--- config.mk ---
export PLATFORM = sky130hd
export DESIGN_NAME = serial_fifo_pair
export DESIGN_NICKNAME = d
export VERILOG_FILES = /design/src/rtl/sfp_pkg.sv /design/src/rtl/sfp_fifo.sv /design/src/rtl/sfp_level_cmp.sv /design/src/rtl/serial_fifo_pair.sv
export SDC_FILE = /design/constraint.sdc
export NUM_CORES = 1
export LEC_CHECK = 0
export BUFFER_PORTS_ARGS = -buffer_cell sky130_fd_sc_hd__buf_2
export CAP_MARGIN = 20
export CORE_MARGIN = 1
export CORE_UTILIZATION = 40
export DETAILED_ROUTE_END_ITERATION = 6
export GPL_ROUTABILITY_DRIVEN = 1
export SLEW_MARGIN = 15
export SYNTH_ARGS = -nofsm -noshare
export SYNTH_HDL_FRONTEND = slang
export SYNTH_HIERARCHICAL = 1
export SYNTH_SLANG_ARGS = --single-unit
--- constraint.sdc ---
create_clock -name clk -period 5.5 [get_ports clk]
set_input_delay 0.825 -clock clk [delete_from_list [all_inputs] [get_ports clk]]
set_output_delay 0.825 -clock clk [all_outputs]
set_load 0.03 [all_outputs]
--- src/rtl/sfp_pkg.sv ---
// Shared types for the serial word queue pair.
// Assumes: DEPTH of at least 4 so that every threshold code is reachable.
package sfp_pkg;

    localparam int unsigned SFP_DATA_W = 32;
    localparam int unsigned SFP_DEPTH  = 8;

    // Threshold codes; the numeric value is the encoding on rx_thr/tx_thr.
    typedef enum logic [1:0] {
        THR_ONE  = 2'd0,
        THR_TWO  = 2'd1,
        THR_FOUR = 2'd2,
        THR_ALL  = 2'd3
    } thr_code_e;

    // Which quantity a level comparator measures.
    typedef enum logic {
        CMP_FILLED = 1'b0,
        CMP_VACANT = 1'b1
    } cmp_kind_e;

endpackage

--- src/rtl/sfp_fifo.sv ---
// Single synchronous word queue with fill count, exposed pointers and
// one-cycle overrun / illegal-pop pulses.
// Assumes: clear has priority over push and pop in the same cycle; a push
// when full or a pop when empty is dropped without touching state.
module sfp_fifo #(
    parameter  int unsigned DATA_W = 32,
    parameter  int unsigned DEPTH  = 8,
    localparam int unsigned AW     = $clog2(DEPTH),
    localparam int unsigned CW     = $clog2(DEPTH + 1)
) (
    input  logic              clk,
    input  logic              rst_n,
    input  logic              clear,
    input  logic              push,
    input  logic [DATA_W-1:0] push_data,
    input  logic              pop,
    output logic [DATA_W-1:0] head,
    output logic [CW-1:0]     count,
    output logic [AW-1:0]     rptr,
    output logic [AW-1:0]     wptr,
    output logic              ovr_pulse,
    output logic              ill_pulse
);

    logic [DATA_W-1:0] mem [DEPTH];
    logic full, empty, push_ok, pop_ok;

    // Advance a pointer with wrap at DEPTH-1.
    function automatic logic [AW-1:0] ptr_next(input logic [AW-1:0] p);
        return (p == AW'(DEPTH - 1)) ? '0 : p + 1'b1;
    endfunction

    // Accept or reject the two accesses.
    always_comb begin
        full    = (count == CW'(DEPTH));
        empty   = (count == '0);
        push_ok = push && !full && !clear;
        pop_ok  = pop && !empty && !clear;
    end

    // Storage write on an accepted push.
    always_ff @(posedge clk) begin
        if (push_ok) begin
            mem[wptr] <= push_data;
        end
    end

    assign head = mem[rptr];

    // Pointers, count and error pulses.
    always_ff @(posedge clk) begin
        if (!rst_n || clear) begin
            rptr      <= '0;
            wptr      <= '0;
            count     <= '0;
            ovr_pulse <= 1'b0;
            ill_pulse <= 1'b0;
        end else begin
            if (push_ok) wptr <= ptr_next(wptr);
            if (pop_ok)  rptr <= ptr_next(rptr);
            case ({push_ok, pop_ok})
                2'b10:   count <= count + 1'b1;
                2'b01:   count <= count - 1'b1;
                default: count <= count;
            endcase
            ovr_pulse <= push && full;
            ill_pulse <= pop && empty;
        end
    end

    // count never exceeds the depth.
    a_r2_count_bound: assert property (@(posedge clk) disable iff (!rst_n)
        count <= CW'(DEPTH));

    // a lone push to a full queue leaves it full with the write pointer held.
    a_r9_full_push_holds: assert property (@(posedge clk) disable iff (!rst_n)
        (push && !pop && !clear && count == CW'(DEPTH)) |=> (count == CW'(DEPTH) && $stable(wptr)));

    // an overrun pulse is only ever caused by a push into a full queue.
    a_r9_ovr_cause: assert property (@(posedge clk) disable iff (!rst_n)
        ovr_pulse |-> ($past(push) && $past(count) == CW'(DEPTH)));

    // an illegal pulse is only ever caused by a pop from an empty queue.
    a_r10_ill_cause: assert property (@(posedge clk) disable iff (!rst_n)
        ill_pulse |-> ($past(pop) && $past(count) == '0));

    // a clear leaves the queue empty with both pointers at zero.
    a_r7_clear_empties: assert property (@(posedge clk) disable iff (!rst_n)
        clear |=> (count == '0 && rptr == '0 && wptr == '0 && !ovr_pulse && !ill_pulse));

endmodule

--- src/rtl/sfp_level_cmp.sv ---
// Decodes a two-bit threshold code into a slot level and compares it with
// either the filled or the vacant slot count of a queue.
// Assumes: DEPTH >= 4; count is in 0..DEPTH.
module sfp_level_cmp #(
    parameter  int unsigned          DEPTH = 8,
    parameter  sfp_pkg::cmp_kind_e   KIND  = sfp_pkg::CMP_FILLED,
    localparam int unsigned          CW    = $clog2(DEPTH + 1)
) (
    input  logic [CW-1:0] count,
    input  logic [1:0]    code,
    output logic          req
);

    logic [CW-1:0] level;

    // Map the code onto a slot level.
    always_comb begin
        case (sfp_pkg::thr_code_e'(code))
            sfp_pkg::THR_ONE:  level = CW'(1);
            sfp_pkg::THR_TWO:  level = CW'(2);
            sfp_pkg::THR_FOUR: level = CW'(4);
            default:           level = CW'(DEPTH);
        endcase
    end

    generate
        if (KIND == sfp_pkg::CMP_FILLED) begin : g_filled
            assign req = (count >= level);
        end else begin : g_vacant
            assign req = ((CW'(DEPTH) - count) >= level);
        end
    endgenerate

endmodule

--- src/rtl/serial_fifo_pair.sv ---
// Outbound and inbound word queues for a serial port, with threshold
// requests, DMA request gating and per-queue flush.
// Assumes: bus pushes outbound / pops inbound; shifter does the reverse;
// soft_rst and flush strobes are single-cycle and override accesses.
module serial_fifo_pair #(
    parameter  int unsigned DATA_W = sfp_pkg::SFP_DATA_W,
    parameter  int unsigned DEPTH  = sfp_pkg::SFP_DEPTH,
    localparam int unsigned ST_W   = $clog2(DEPTH + 1)
) (
    input  logic              clk,
    input  logic              rst_n,
    input  logic              soft_rst,
    input  logic              tx_flush,
    input  logic              rx_flush,
    input  logic [1:0]        rx_thr,
    input  logic [1:0]        tx_thr,
    input  logic              dma_en,
    input  logic              bus_tx_wr,
    input  logic [DATA_W-1:0] bus_tx_wdata,
    input  logic              bus_rx_rd,
    output logic [DATA_W-1:0] bus_rx_rdata,
    input  logic              sh_tx_pop,
    output logic [DATA_W-1:0] sh_tx_data,
    input  logic              sh_rx_push,
    input  logic [DATA_W-1:0] sh_rx_wdata,
    output logic              rx_req,
    output logic              tx_req,
    output logic              rx_dma_req,
    output logic              tx_dma_req,
    output logic              rx_ovr_pulse,
    output logic              tx_ovr_pulse,
    output logic              rx_ill_pulse,
    output logic              tx_ill_pulse,
    output logic [ST_W-1:0]   rx_count,
    output logic [ST_W-1:0]   rx_rptr,
    output logic [ST_W-1:0]   rx_wptr,
    output logic [ST_W-1:0]   tx_count,
    output logic [ST_W-1:0]   tx_rptr,
    output logic [ST_W-1:0]   tx_wptr
);

    localparam int unsigned AW = $clog2(DEPTH);

    logic          rx_clear, tx_clear;
    logic [AW-1:0] rx_rp, rx_wp, tx_rp, tx_wp;

    // Flush strobes merged with the soft reset.
    always_comb begin
        rx_clear = soft_rst || rx_flush;
        tx_clear = soft_rst || tx_flush;
    end

    sfp_fifo #(.DATA_W(DATA_W), .DEPTH(DEPTH)) u_rx_q (
        .clk       (clk),
        .rst_n     (rst_n),
        .clear     (rx_clear),
        .push      (sh_rx_push),
        .push_data (sh_rx_wdata),
        .pop       (bus_rx_rd),
        .head      (bus_rx_rdata),
        .count     (rx_count),
        .rptr      (rx_rp),
        .wptr      (rx_wp),
        .ovr_pulse (rx_ovr_pulse),
        .ill_pulse (rx_ill_pulse)
    );

    sfp_fifo #(.DATA_W(DATA_W), .DEPTH(DEPTH)) u_tx_q (
        .clk       (clk),
        .rst_n     (rst_n),
        .clear     (tx_clear),
        .push      (bus_tx_wr),
        .push_data (bus_tx_wdata),
        .pop       (sh_tx_pop),
        .head      (sh_tx_data),
        .count     (tx_count),
        .rptr      (tx_rp),
        .wptr      (tx_wp),
        .ovr_pulse (tx_ovr_pulse),
        .ill_pulse (tx_ill_pulse)
    );

    sfp_level_cmp #(.DEPTH(DEPTH), .KIND(sfp_pkg::CMP_FILLED)) u_rx_cmp (
        .count (rx_count),
        .code  (rx_thr),
        .req   (rx_req)
    );

    sfp_level_cmp #(.DEPTH(DEPTH), .KIND(sfp_pkg::CMP_VACANT)) u_tx_cmp (
        .count (tx_count),
        .code  (tx_thr),
        .req   (tx_req)
    );

    // Zero-extend pointers and gate DMA requests.
    always_comb begin
        rx_rptr    = ST_W'(rx_rp);
        rx_wptr    = ST_W'(rx_wp);
        tx_rptr    = ST_W'(tx_rp);
        tx_wptr    = ST_W'(tx_wp);
        rx_dma_req = dma_en && rx_req;
        tx_dma_req = dma_en && tx_req;
    end

    // the all-slots code requests only on a full inbound queue.
    a_r4_rx_all_code: assert property (@(posedge clk) disable iff (!rst_n)
        (rx_thr == 2'd3 && rx_req) |-> (rx_count == ST_W'(DEPTH)));

    // code 0 requests whenever the outbound queue is not full.
    a_r5_tx_one_code: assert property (@(posedge clk) disable iff (!rst_n)
        (tx_thr == 2'd0) |-> (tx_req == (tx_count != ST_W'(DEPTH))));

    // no DMA request while DMA is disabled.
    a_r6_dma_gated: assert property (@(posedge clk) disable iff (!rst_n)
        !dma_en |-> (!rx_dma_req && !tx_dma_req));

    // soft reset empties both queues.
    a_r8_soft_both: assert property (@(posedge clk) disable iff (!rst_n)
        soft_rst |=> (rx_count == '0 && tx_count == '0));

endmodule

# ---- Word-level counts from Yosys, hierarchy flattened
# Memory sizes are Yosys's and may differ from the RTL's. A register that Yosys moved wholly into a read port is not among the register bits.
# Cells that the tools add are included.
dict set report word_totals {
  register_bits 24
  ram_bits 512
  input_bits 78
  output_inout_bits 96
  word_cells 84
  n_memories 2
}
dict set report op_classes {
  addsub 9
  order_cmp 2
  eq_ne 14
  n_mux 16
  reduce_logical 31
}
# name words word_bits read_ports rd_ports_with_merged_regs write_ports line
set memory_table {}
lappend memory_table {u_rx_q.mem 8 32 1 1 1 sfp_fifo.sv:25} ;# logic [DATA_W-1:0] mem [DEPTH];
lappend memory_table {u_tx_q.mem 8 32 1 1 1 sfp_fifo.sv:25}
# op count
set op_table {}
lappend op_table {{3-bit 2-to-1 mux} 8}
lappend op_table {{4-bit case mux with 3 select lines} 2}
lappend op_table {{4-bit case mux with 2 select lines} 2}
lappend op_table {{1-bit logical AND} 14}
lappend op_table {{3-bit by 1-bit adder with 3-bit output (second input constant)} 4}
lappend op_table {{3-bit equality test (second input constant)} 4}
lappend op_table {{4-bit by 1-bit adder with 4-bit output (second input constant)} 2}
lappend op_table {{2-bit by 1-bit equality test with 1-bit output (second input constant)} 4}
lappend op_table {{2-bit equality test (second input constant)} 4}
lappend op_table {{4-bit equality test (second input constant)} 2}
lappend op_table {{4-bit greater-or-equal comparator} 2}
lappend op_table {{4-bit zero test} 2}
lappend op_table {{4-bit by 1-bit subtractor with 4-bit output (second input constant)} 2}
lappend op_table {{1-bit zero test} 7}
lappend op_table {{2-bit zero test} 2}
lappend op_table {{1-bit logical OR} 4}
lappend op_table {{1-bit 2-to-1 mux} 4}
lappend op_table {{2-bit nonzero test} 2}
lappend op_table {{4-bit subtractor (first input constant)} 1}

# ---- Longest topological paths before layout
# Gate-level depths: netlist of the first run.
dict set report logic_depth {
  ltp_word 6
  ltp_mapped 11
  depth_no_buf 10
}

# ---- Modules after synthesis
# Netlist of the first run, hierarchy kept.
# module n_inst cells_per_inst area_each_um2 seq_area_each_um2
set by_module_without_submodules {}
lappend by_module_without_submodules {sfp_fifo 2 456 10328.7 7987.7}
lappend by_module_without_submodules {{sfp_level_cmp at u_tx_cmp} 1 19 167.7 0.0}
lappend by_module_without_submodules {{sfp_level_cmp at u_rx_cmp} 1 14 128.9 0.0}
lappend by_module_without_submodules {serial_fifo_pair 1 9 58.8 0.0}

# ---- Worst setup path before layout of the first run
# Ideal clock, no wire load.
dict set report synth_path {
  path_kind {input to register}
  startpoint {input port rx_flush}
  endpoint {memory u_rx_q.mem[0][0], enable pin}
  setup_ps 501
  arrival_time_ps 4676
  required_ps 4999
  path_slack_ps 323
  stages 4
  path_buffers 1
  cell_sequence {or2_1 > or3b_1 > buf_2 > nor4_1}
}
dict set report synth_via {
  elab_chain_len 5
}
# item line
set synth_lines {}
lappend synth_lines {{start: declaration} serial_fifo_pair.sv:14} ;# input logic rx_flush,
lappend synth_lines {{1-bit logical OR} serial_fifo_pair.sv:49} ;# rx_clear = soft_rst || rx_flush;
lappend synth_lines {{1-bit zero test} sfp_fifo.sv:37} ;# push_ok = push && !full && !clear;
lappend synth_lines {{1-bit logical AND} sfp_fifo.sv:37}
lappend synth_lines {{1-bit 2-to-1 mux} sfp_fifo.sv:43} ;# if (push_ok) begin
lappend synth_lines {{1-bit 2-to-1 mux (implied by the code)} sfp_fifo.sv:44} ;# mem[wptr] <= push_data;
lappend synth_lines {{end: declaration} sfp_fifo.sv:25}
# No other way between the ends.

==> reports/qor.txt, run 1 <==
net count reported at finish: 1,261
Max Freq: 0.2647 GHz
Leakage: 0.008034 µW
Synth Flop Type: edfxtp_1
PostCTS Resize Cnt: 0
headroom to the max-slew limit: 0.2549
share of the synthesized area in the top cell type: 0.7317
Period minus WS final: 3.777 ns
H-tree depth: 2
Die Span Y: 231.2 µm
global-route wire length before repair: 63,160 µm
synth cell count leaders: edfxtp_1 (512), mux4_2 (128), mux2_2 (64), dfxtp_1 (30), clkbuf_1 (24)
num ports: 174
crit path DAT: 2.95 ns
port buffer count: 169
worst reg2reg path endpoint: u_rx_q/mem[3][17]$_DFFE_PP_
routability cong.: 0.7057
Post-CTS Setup Bufs: 0
Critical Path Fanout Max: 44
Slew @ Worst Pin: 1.118 ns
synth warn: 6
setup TNS: 0 ns
kind of start point of the critical path: register
via count: 9,799
#FFs+latches synth: 542
status: complete, no violations
Area contributors post-synth: edfxtp_1 (73%), mux4_2 (14%), mux2_2 (3.4%), dfxtp_1 (2.9%), ha_1 (1.4%)
vias in the first global route: 10,493
Layout Skew: 0.01702 ns
critical path type: register to output port
share of cells above drive strength 1: 0.4163
core area: 51,610 µm²
Starting Density: 0.4071
FF-to-FF setup slack: 2.47 ns
Die W: 231.2 µm
Remaining Overflow, GRT: 0
Post-Syn Instances: 954
largest net degree at the start of global routing: 65
WP data required: 4.68 ns
Layout Utilization: 0.4797
Fill cells: 4,241
top-count cell post-synth: edfxtp_1
worst setup path end: sh_tx_data[5]
clock slew at reported path FFs: 0.06 ns
sequential fraction of the synthesis area: 0.7603
row count: 83
worst skew pair latency: 0.59 ns
# DRC: 0
Worst path max stage delay: 0.94 ns
max-cap violations: 0
clk sinks: 542
post-synth top area cell: edfxtp_1
antenna viol nets, final: 0
Worst Hold Class: primary input to register
HPWL Detailed: 23,640 µm
CTS tree: yes
CP cell instances: buf_4 > mux4_2 > mux2_2 > buf_2
asr flop ratio synth: 0
Avg Inst Size Synth: 22.03 µm²
Fin. Hold Viols: 0
Initial DRC Count: 667
number of flops mapped to enable cells by yosys: 512
routed vias/inst: 5.185
synthesized area: 21,010 µm²
first drt pass iteration count: 5
initial antenna violation count: 6
Max VDD drop: 220.6 µV
Die ar.: 53,450 µm²
Crit-path slowest cell: dfxtp_4
critical path capture point type: output port
Reg2Reg Launch Point: u_rx_q/count[1]$_SDFFE_PP0P_
TritonCTS Buffers: 55
P&R area growth vs syn: 17.83%
Final setup viols: 0
CTS Hold Bufs: 0
Distinct cells, synth: 36
crit share post-route: 0.6868
DR WL/cell: 21.74 µm
clock root buffer: clkbuf_16
RSZ-0062 raised after global routing: false
PwrDens: 346.4 nW/µm²
Routed WL: 41,090 µm
CTS max path bufs: 3
Pins Over Slew Limit: 0
worst reg2reg path depth: 5
Tot GR Track Use: 0.1571
[layout by cell type (no fill, tap or decap), drive strengths merged, types with 15 or more instances in the layout]
cell type,instances
dfxtp,30
ha,23
nor2,22
mux4,128
clkbuf,75
edfxtp,512
buf,194
clkinv,16
mux2,64
nor3,15
[flip-flops by register name, summed over array words and instances, names as in the netlist, 3 cells and up, named ones only]
name / flops
u_tx_q/rptr: 3
u_tx_q/count: 4
u_rx_q/rptr: 3
u_tx_q/wptr: 3
u_rx_q/wptr: 3
u_rx_q/mem: 256
u_tx_q/mem: 256
u_rx_q/count: 4
[power breakdown]
part | internal (µW) | switching (µW) | leakage [µW]
sequential | 4530 | 4.63 | 0.00486
combinational | 65.7 | 128 | 0.00224
clock | 2350 | 1500 | 0.000931
total | 6940 | 1640 | 0.00803
[layer usage]
| metal | GRT usage | vias to the layer above | wire length (µm) |
|---|---|---|---|
| li1 | - | 4370 | - |
| met1 | 0.2244 | 5144 | 18830 |
| met2 | 0.2409 | 220 | 19270 |
| met3 | 0.03716 | 59 | 2173 |
| met4 | 0.04450 | 6 | 773 |
| met5 | 0 | - | 40 |
[area by class of cell]
cell class | instances | area (µm²) | area share
timing repair buffer | 194 | 1086 | 0.04386
antenna | 4 | 10.01 | 0.0004043
tap | 680 | 850.8 | 0.03436
multi-input combinational | 360 | 4902 | 0.1980
clock inverter | 28 | 345.3 | 0.01395
clock buffer | 75 | 1550 | 0.06261
sequential | 542 | 15990 | 0.6457
inverter | 7 | 26.28 | 0.001061
[cells by family (layout without fill, tap and decap cells)]
family,Yosys count,count (layout),share of synthesized area
AO/OA/AOI/OAI,24,24,0.009170
XOR/XNOR,8,8,0.003335
other,1,8,0.0001785
flip-flops,542,542,0.7603
buffers and inverters,55,304,0.01161
AND/OR/NAND/NOR,103,103,0.02739
adder cells (fa/ha/maj),23,23,0.01370
multiplexers,198,198,0.1743
[critical path: cells and delay by family, from the launching register on]
family / cells / cell delay [ns]
mux: 2 / 0.84
buf+inv: 2 / 0.59
flops: 1 / 0.94
[stage by stage]
stage | area, µm² | cells | power, µW | hold WS [ns] | setup slack, ns
after floorplan | 21020 | 957 | 4716 | 0.6147 | 0.3226
final | 24760 | 1890 | 8577 | 0.4812 | 1.723
after detailed placement | 22800 | 1781 | 4816 | 0.4910 | 1.872
after CTS | 24690 | 1884 | 8674 | 0.4439 | 1.575
after global routing | 24750 | 1887 | 8846 | 0.4540 | 1.492
after global placement | 22780 | 1780 | 4808 | 0.4952 | 1.952
[how the worst min path moves through the flow]
| stage | from | to | depth (start not counted) |
|---|---|---|---|
| 4_1_cts | bus_tx_wr | u_tx_q/ovr_pulse$_SDFF_PP0_ | 3 |
| 3_3_place_gp | u_rx_q/rptr[0]$_SDFFE_PP0N_ | register | 2 |
| 3_5_place_dp | u_rx_q/rptr[0]$_SDFFE_PP0N_ | register | 2 |
| 6_report | bus_tx_wr | u_tx_q/ovr_pulse$_SDFF_PP0_ | 3 |
| 2_1_floorplan | u_rx_q/rptr[0]$_SDFFE_PP0N_ | register | 2 |
| 5_1_grt | bus_rx_rd | u_rx_q/ill_pulse$_SDFF_PP0_ | 3 |
Power figures use the tool's default switching activity.
==> run 2: changes to the inputs <==
- ABC_AREA: default -> 1
- clock period: 5.5 -> 3.05 ns (I/O delays scaled with it)
==> run 2 against run 1 <==
Compared with the run above: largest cell class unchanged; via count rose by 37%; clock skew rose by 0.0033 ns; clock power increased by 68%; synthesized cell count increased by 80%; register-to-register slack worse by 1.8 ns; flip-flop and latch count unchanged; first-iteration DRC count grew 37%; critical path depth grew 3.
==> reports/qor.txt, run 2 <==
status: complete, no violations
Period minus WS final: 2.922 ns
most common cell after layout, fill and taps aside: edfxtp_1
Leakage: 0.008936 µW
Avg Inst Size Synth: 12.71 µm²
Die ar.: 55,420 µm²
FF-to-FF setup slack: 0.67 ns
Fill cells: 4,756
Reg2Reg Launch Point: u_tx_q/count[2]$_SDFFE_PP0P_
Layout Skew: 0.02028 ns
via count: 13,436
worst reg2reg path depth: 6
Crit-path slowest cell: inv_2
Area contributors post-synth: edfxtp_1 (71%), nor2_1 (5.2%), o21ai_0 (5.1%), nand2_1 (4.4%), mux2i_1 (2.9%)
worst reg2reg path endpoint: u_tx_q/mem[4][4]$_DFFE_PP_
synth warn: 6
CTS tree: yes
Routed WL: 47,920 µm
first drt pass iteration count: 5
net count reported at finish: 1,988
vias in the first global route: 13,119
M1 GR Usage: 0.2246
initial antenna violation count: 10
Layout Utilization: 0.4718
synthesized area: 21,790 µm²
Fin. Hold Viols: 0
post-synth top area cell: edfxtp_1
RSZ-0062 raised after global routing: true
CTS max path bufs: 3
most used cell, CP: nand2_1
Buf/Inv on CP: 3
Starting Density: 0.4050
global-route wire length before repair: 73,220 µm
# DRC: 0
clock slew at reported path FFs: 0.06 ns
M3 GR Usage: 0.03143
top-count cell post-synth: edfxtp_1
cell family contributing the most delay on the critical path: buffers and inverters
commonest non-fill, non-tap cells in the layout: edfxtp_1 (512), nor2_1 (286), nand2_1 (257)
worst setup path end: bus_rx_rdata[25]
row count: 85
number of flops mapped to enable cells by yosys: 512
synth cell count leaders: edfxtp_1 (512), nor2_1 (302), nand2_1 (257), o21ai_0 (220)
Max VDD drop: 456.9 µV
Top Registers: u_rx_q/mem x256, u_tx_q/mem x256
antenna viol nets, final: 0
asr flop ratio synth: 0
CP cell instances: inv_2 > buf_12 > nor2_1 > o21ai_0 > nand2_1 > nand2_1 > buf_2
Pins Over Slew Limit: 0
Critical Path Fanout Max: 39
share of cells above drive strength 1: 0.1609
Max Freq: 0.3422 GHz
share of the synthesized area in the top cell type: 0.7055
max-cap violations: 0
Most Used Layer, Global Route: met2
routed vias/inst: 5.113
H-tree depth: 2
Worst Hold Class: primary input to register
HPWL Detailed: 27,670 µm
post-placement cell count: 2,527
TritonCTS Buffers: 54
P&R area growth vs syn: 16.49%
Synth Flop Type: edfxtp_1
largest net degree at the start of global routing: 129
kind of start point of the critical path: register
WP depth: 7
port buffer count: 169
crit share post-route: 0.9580
Remaining Overflow, GRT: 0
critical path type: register to output port
DR WL/cell: 18.23 µm
PwrDens: 592.6 nW/µm²
Post-Syn Instances: 1,714
#FFs+latches synth: 542
core area: 53,810 µm²
Die W: 235.4 µm
worst skew pair latency: 0.60 ns
Initial DRC Count: 917
met2 global-route usage: 0.2855
CTS Hold Bufs: 0
critical path capture point type: output port
headroom to the max-slew limit: 0.5074
Final setup viols: 0
final non-filler cell total: 2,628
crit path DAT: 2.46 ns
clock root buffer: clkbuf_16
routability cong.: 0.7893
Die Span Y: 235.4 µm
sequential fraction of the synthesis area: 0.7330
clk sinks: 542
Slew @ Worst Pin: 0.7378 ns
WP data required: 2.59 ns
Tot GR Track Use: 0.1697
num ports: 174
Worst path max stage delay: 0.54 ns
Distinct cells, synth: 28
==> run 2: cell types whose count changed after synthesis, moves of 14 or more <==
cell,previous run,this run
nor2_1,22,302
nand2_1,14,257
o21ai_0,6,220
mux4_2,128,0
mux2_2,64,0
o22ai_1,0,64
mux2i_1,6,64
o21ai_1,0,46
inv_1,7,52
nor3_1,15,0
buf_4,4,18
==> run 2: worst register-to-register path, stage by stage (launching register included) <==
cell     delay [ns]
dfxtp_1        0.47
inv_1          0.14
nand3_1        0.14
nand3_2        0.18
or2_1          0.40
nor2_4         0.43
buf_4          0.30
==> run 2: cells by family (layout without fill, tap and decap cells) <==
| kind of cell | Yosys count | count (layout) | share of synthesized area |
|---|---|---|---|
| simple gates | 583 | 583 | 0.1028 |
| xor+xnor | 7 | 7 | 0.002813 |
| other cells | 1 | 9 | 0.0001721 |
| buf+inv | 146 | 356 | 0.03502 |
| compound gates | 348 | 348 | 0.08359 |
| mux | 64 | 64 | 0.02939 |
| fa+ha+maj | 23 | 23 | 0.01320 |
| flops | 542 | 542 | 0.7330 |
==> run 2: metal layers <==
metal	wire length [µm]	vias up
met1	21100	6604
met4	1072	14
met2	23330	275
met3	2319	76
met5	92	-
li1	-	6467
==> run 2: what timing repair did <==
action	in CTS	in global routing
buffers inserted	0	0
gates resized for setup	0	3
setup endpoints to repair	0	12
==> run 2: how the worst min path moves through the flow <==
stage | startpoint | end | depth (start not counted)
after floorplan | sh_rx_wdata[0] | u_rx_q/mem[0][0]$_DFFE_PP_ | 0
after global placement | u_rx_q/rptr[1]$_SDFFE_PP0N_ | register | 2
after detailed placement | u_tx_q/rptr[1]$_SDFFE_PP0N_ | register | 2
after CTS | bus_tx_wr | u_tx_q/ovr_pulse$_SDFF_PP0_ | 3
after global routing | bus_rx_rd | u_rx_q/ill_pulse$_SDFF_PP0_ | 3
final | sh_tx_pop | u_tx_q/ill_pulse$_SDFF_PP0_ | 3
==> run 2: cell type report <==
| cell class | count | area [µm²] | area share |
|---|---|---|---|
| flip-flops and latches | 542 | 15990 | 0.6298 |
| multi-input cells | 1029 | 5186 | 0.2043 |
| clock buffers | 65 | 1414 | 0.05569 |
| repair buffers | 208 | 1391 | 0.05480 |
| well taps | 696 | 870.8 | 0.03430 |
| clock inverters | 31 | 327.8 | 0.01291 |
| inverters | 52 | 195.2 | 0.007688 |
| diodes | 5 | 12.51 | 0.0004928 |
==> run 2: where the power goes <==
group          internal, µW  switching (µW)
combinational           115             302
sequential             8160            9.59
clock                  3730            2730
==> run 2: per-stage QoR <==
step                      setup slack [ns]  total power, µW  hold slack, ns  cell area [µm²]  setup TNS (ns)
after global placement              0.5095             8739          0.4960            23620               0
after CTS                          0.05550            15200         0.07146            25360               0
after global routing             -0.004063            15500          0.1020            25380       -0.007609
after detailed placement            0.4909             8753          0.5035            23620               0
after floorplan                  -0.004871             8539          0.5564            21800         -0.6235
final                               0.1281            15050          0.1081            25390               0
==> run 3: changes to the inputs <==
- SETUP_SLACK_MARGIN: default -> 0.15
==> run 3 against run 2 <==
Compared with the run above: register-to-register slack gained 0.13 ns; flip-flop and latch count is the same; fmax grew 5.0%; global-route usage shrank 0.26 points; sequential power is essentially flat; critical path depth is the same; hold slack lost 0.027 ns; worst setup slack gained 0.14 ns; final cell count grew 0.15%; die area is the same; highest routed layer unchanged.
==> reports/qor.txt, run 3 (synthesized netlist as in run 2, its figures left out) <==
status: complete, no violations
Fin. Hold Viols: 0
core area: 53,810 µm²
Die Span Y: 235.4 µm
port buffer count: 169
max-cap violations: 0
TritonCTS Buffers: 57
CP cell instances: inv_2 > buf_16 > nor2_1 > o22ai_1 > nand2_1 > nand2_1 > buf_2
cell family contributing the most delay on the critical path: buffers and inverters
Top Registers: u_rx_q/mem x256, u_tx_q/mem x256
Final setup viols: 0
commonest non-fill, non-tap cells in the layout: edfxtp_1 (512), nor2_1 (286), nand2_1 (257)
net count reported at finish: 1,989
P&R area growth vs syn: 16.21%
most common cell after layout, fill and taps aside: edfxtp_1
Layout Utilization: 0.4706
row count: 85
worst reg2reg path depth: 6
critical path type: register to output port
Worst path max stage delay: 0.37 ns
WP data required: 2.59 ns
PwrDens: 589.5 nW/µm²
initial antenna violation count: 8
Tot GR Track Use: 0.1671
Routed WL: 47,120 µm
RSZ-0062 raised after global routing: true
kind of start point of the critical path: register
Starting Density: 0.4050
Worst Hold Class: primary input to register
Critical Path Fanout Max: 41
headroom to the max-slew limit: 0.6081
most used cell, CP: nand2_1
clock slew at reported path FFs: 0.06 ns
hold_sp: bus_rx_rd
clock root buffer: clkbuf_16
DR WL/cell: 17.90 µm
vias in the first global route: 13,010
Post-Place Setup Slack: 0.6408 ns
Initial DRC Count: 934
routed vias/inst: 5.103
Die ar.: 55,420 µm²
CTS max path bufs: 3
worst reg2reg path endpoint: u_tx_q/mem[0][7]$_DFFE_PP_
Reg2Reg Launch Point: u_tx_q/count[2]$_SDFFE_PP0P_
H-tree depth: 2
share of cells above drive strength 1: 0.1597
Pins Over Slew Limit: 0
Layout Skew: 0.04089 ns
Die W: 235.4 µm
# DRC: 0
largest net degree at the start of global routing: 129
routability cong.: 0.7599
Remaining Overflow, GRT: 0
global-route wire length before repair: 72,650 µm
Slew @ Worst Pin: 0.5872 ns
num ports: 174
hold path depth: 3
via count: 13,431
Period minus WS final: 2.782 ns
critical path capture point type: output port
Min-Delay Endpoint: u_rx_q/ill_pulse$_SDFF_PP0_
Final Worst Setup Slack: 0.2677 ns
Buf/Inv on CP: 3
HPWL Detailed: 27,020 µm
FF-to-FF setup slack: 0.80 ns
CTS tree: yes
first drt pass iteration count: 5
clk sinks: 542
antenna viol nets, final: 0
crit path DAT: 2.32 ns
crit share post-route: 0.9122
worst skew pair latency: 0.62 ns
Max VDD drop: 485.0 µV
Post-CTS Setup Bufs: 0
Max Freq: 0.3594 GHz
Crit-path slowest cell: dfxtp_4
Leakage: 0.008923 µW
[run 3: worst max path at each step]
stage / end / slack (ns) / cells past startpoint
after global routing: bus_rx_rdata[15] / 0.15 / 8
final: sh_tx_data[25] / 0.27 / 7
after floorplan: u_tx_q/mem[0][0]$_DFFE_PP_ / -0.005 / 5
after CTS: bus_rx_rdata[16] / 0.17 / 6
after global placement: u_rx_q/mem[1][11]$_DFFE_PP_ / 0.71 / 9
after detailed placement: u_rx_q/mem[1][12]$_DFFE_PP_ / 0.64 / 9
[run 3: metrics by stage]
step | setup TNS [ns] | std cells | hold slack, ns | power (µW) | instance area [µm²]
floorplan | -0.6235 | 1717 | 0.5564 | 8540 | 21830
global placement | 0 | 2524 | 0.4988 | 8740 | 23550
detailed placement | 0 | 2524 | 0.4969 | 8753 | 23550
CTS | 0 | 2630 | 0.03599 | 15130 | 25270
global route | 0 | 2632 | 0.07313 | 15440 | 25330
finish | 0 | 2632 | 0.08126 | 14930 | 25330
[run 3: layout make-up]
cell class / instances / area, µm²
clock inverter: 35 / 239.0
clock buffer: 71 / 1479
multi-input combinational: 1029 / 5194
timing repair buffer: 206 / 1348
fill: 4746 / 28490
inverter: 52 / 197.7
antenna: 1 / 2.502
tap: 696 / 870.8
sequential: 542 / 16000
[run 3: layer usage]
metal | track usage | up-vias | routed length [µm]
met5 | 0 | - | 82
li1 | - | 6466 | -
met3 | 0.03248 | 82 | 2463
met2 | 0.2741 | 301 | 22600
met4 | 0.05486 | 12 | 1194
met1 | 0.2235 | 6570 | 20780
[run 3: timing repair]
item / 4_1_cts / 5_1_grt
setup endpoints to repair: 1 / 23
hold buffers: 0 / 0
resized for setup: 1 / 9
cloned: 0 / 1
[run 3: report_power, final]
part           switching [µW]  internal [µW]
Combinational             303            115
Sequential               9.34           8160
Clock                    2800           3540
[run 3: tightest hold or removal path: stages]
cell and delay [ns]:
buf_2 0.10, nand2_1 0.05, nor2_1 0.04
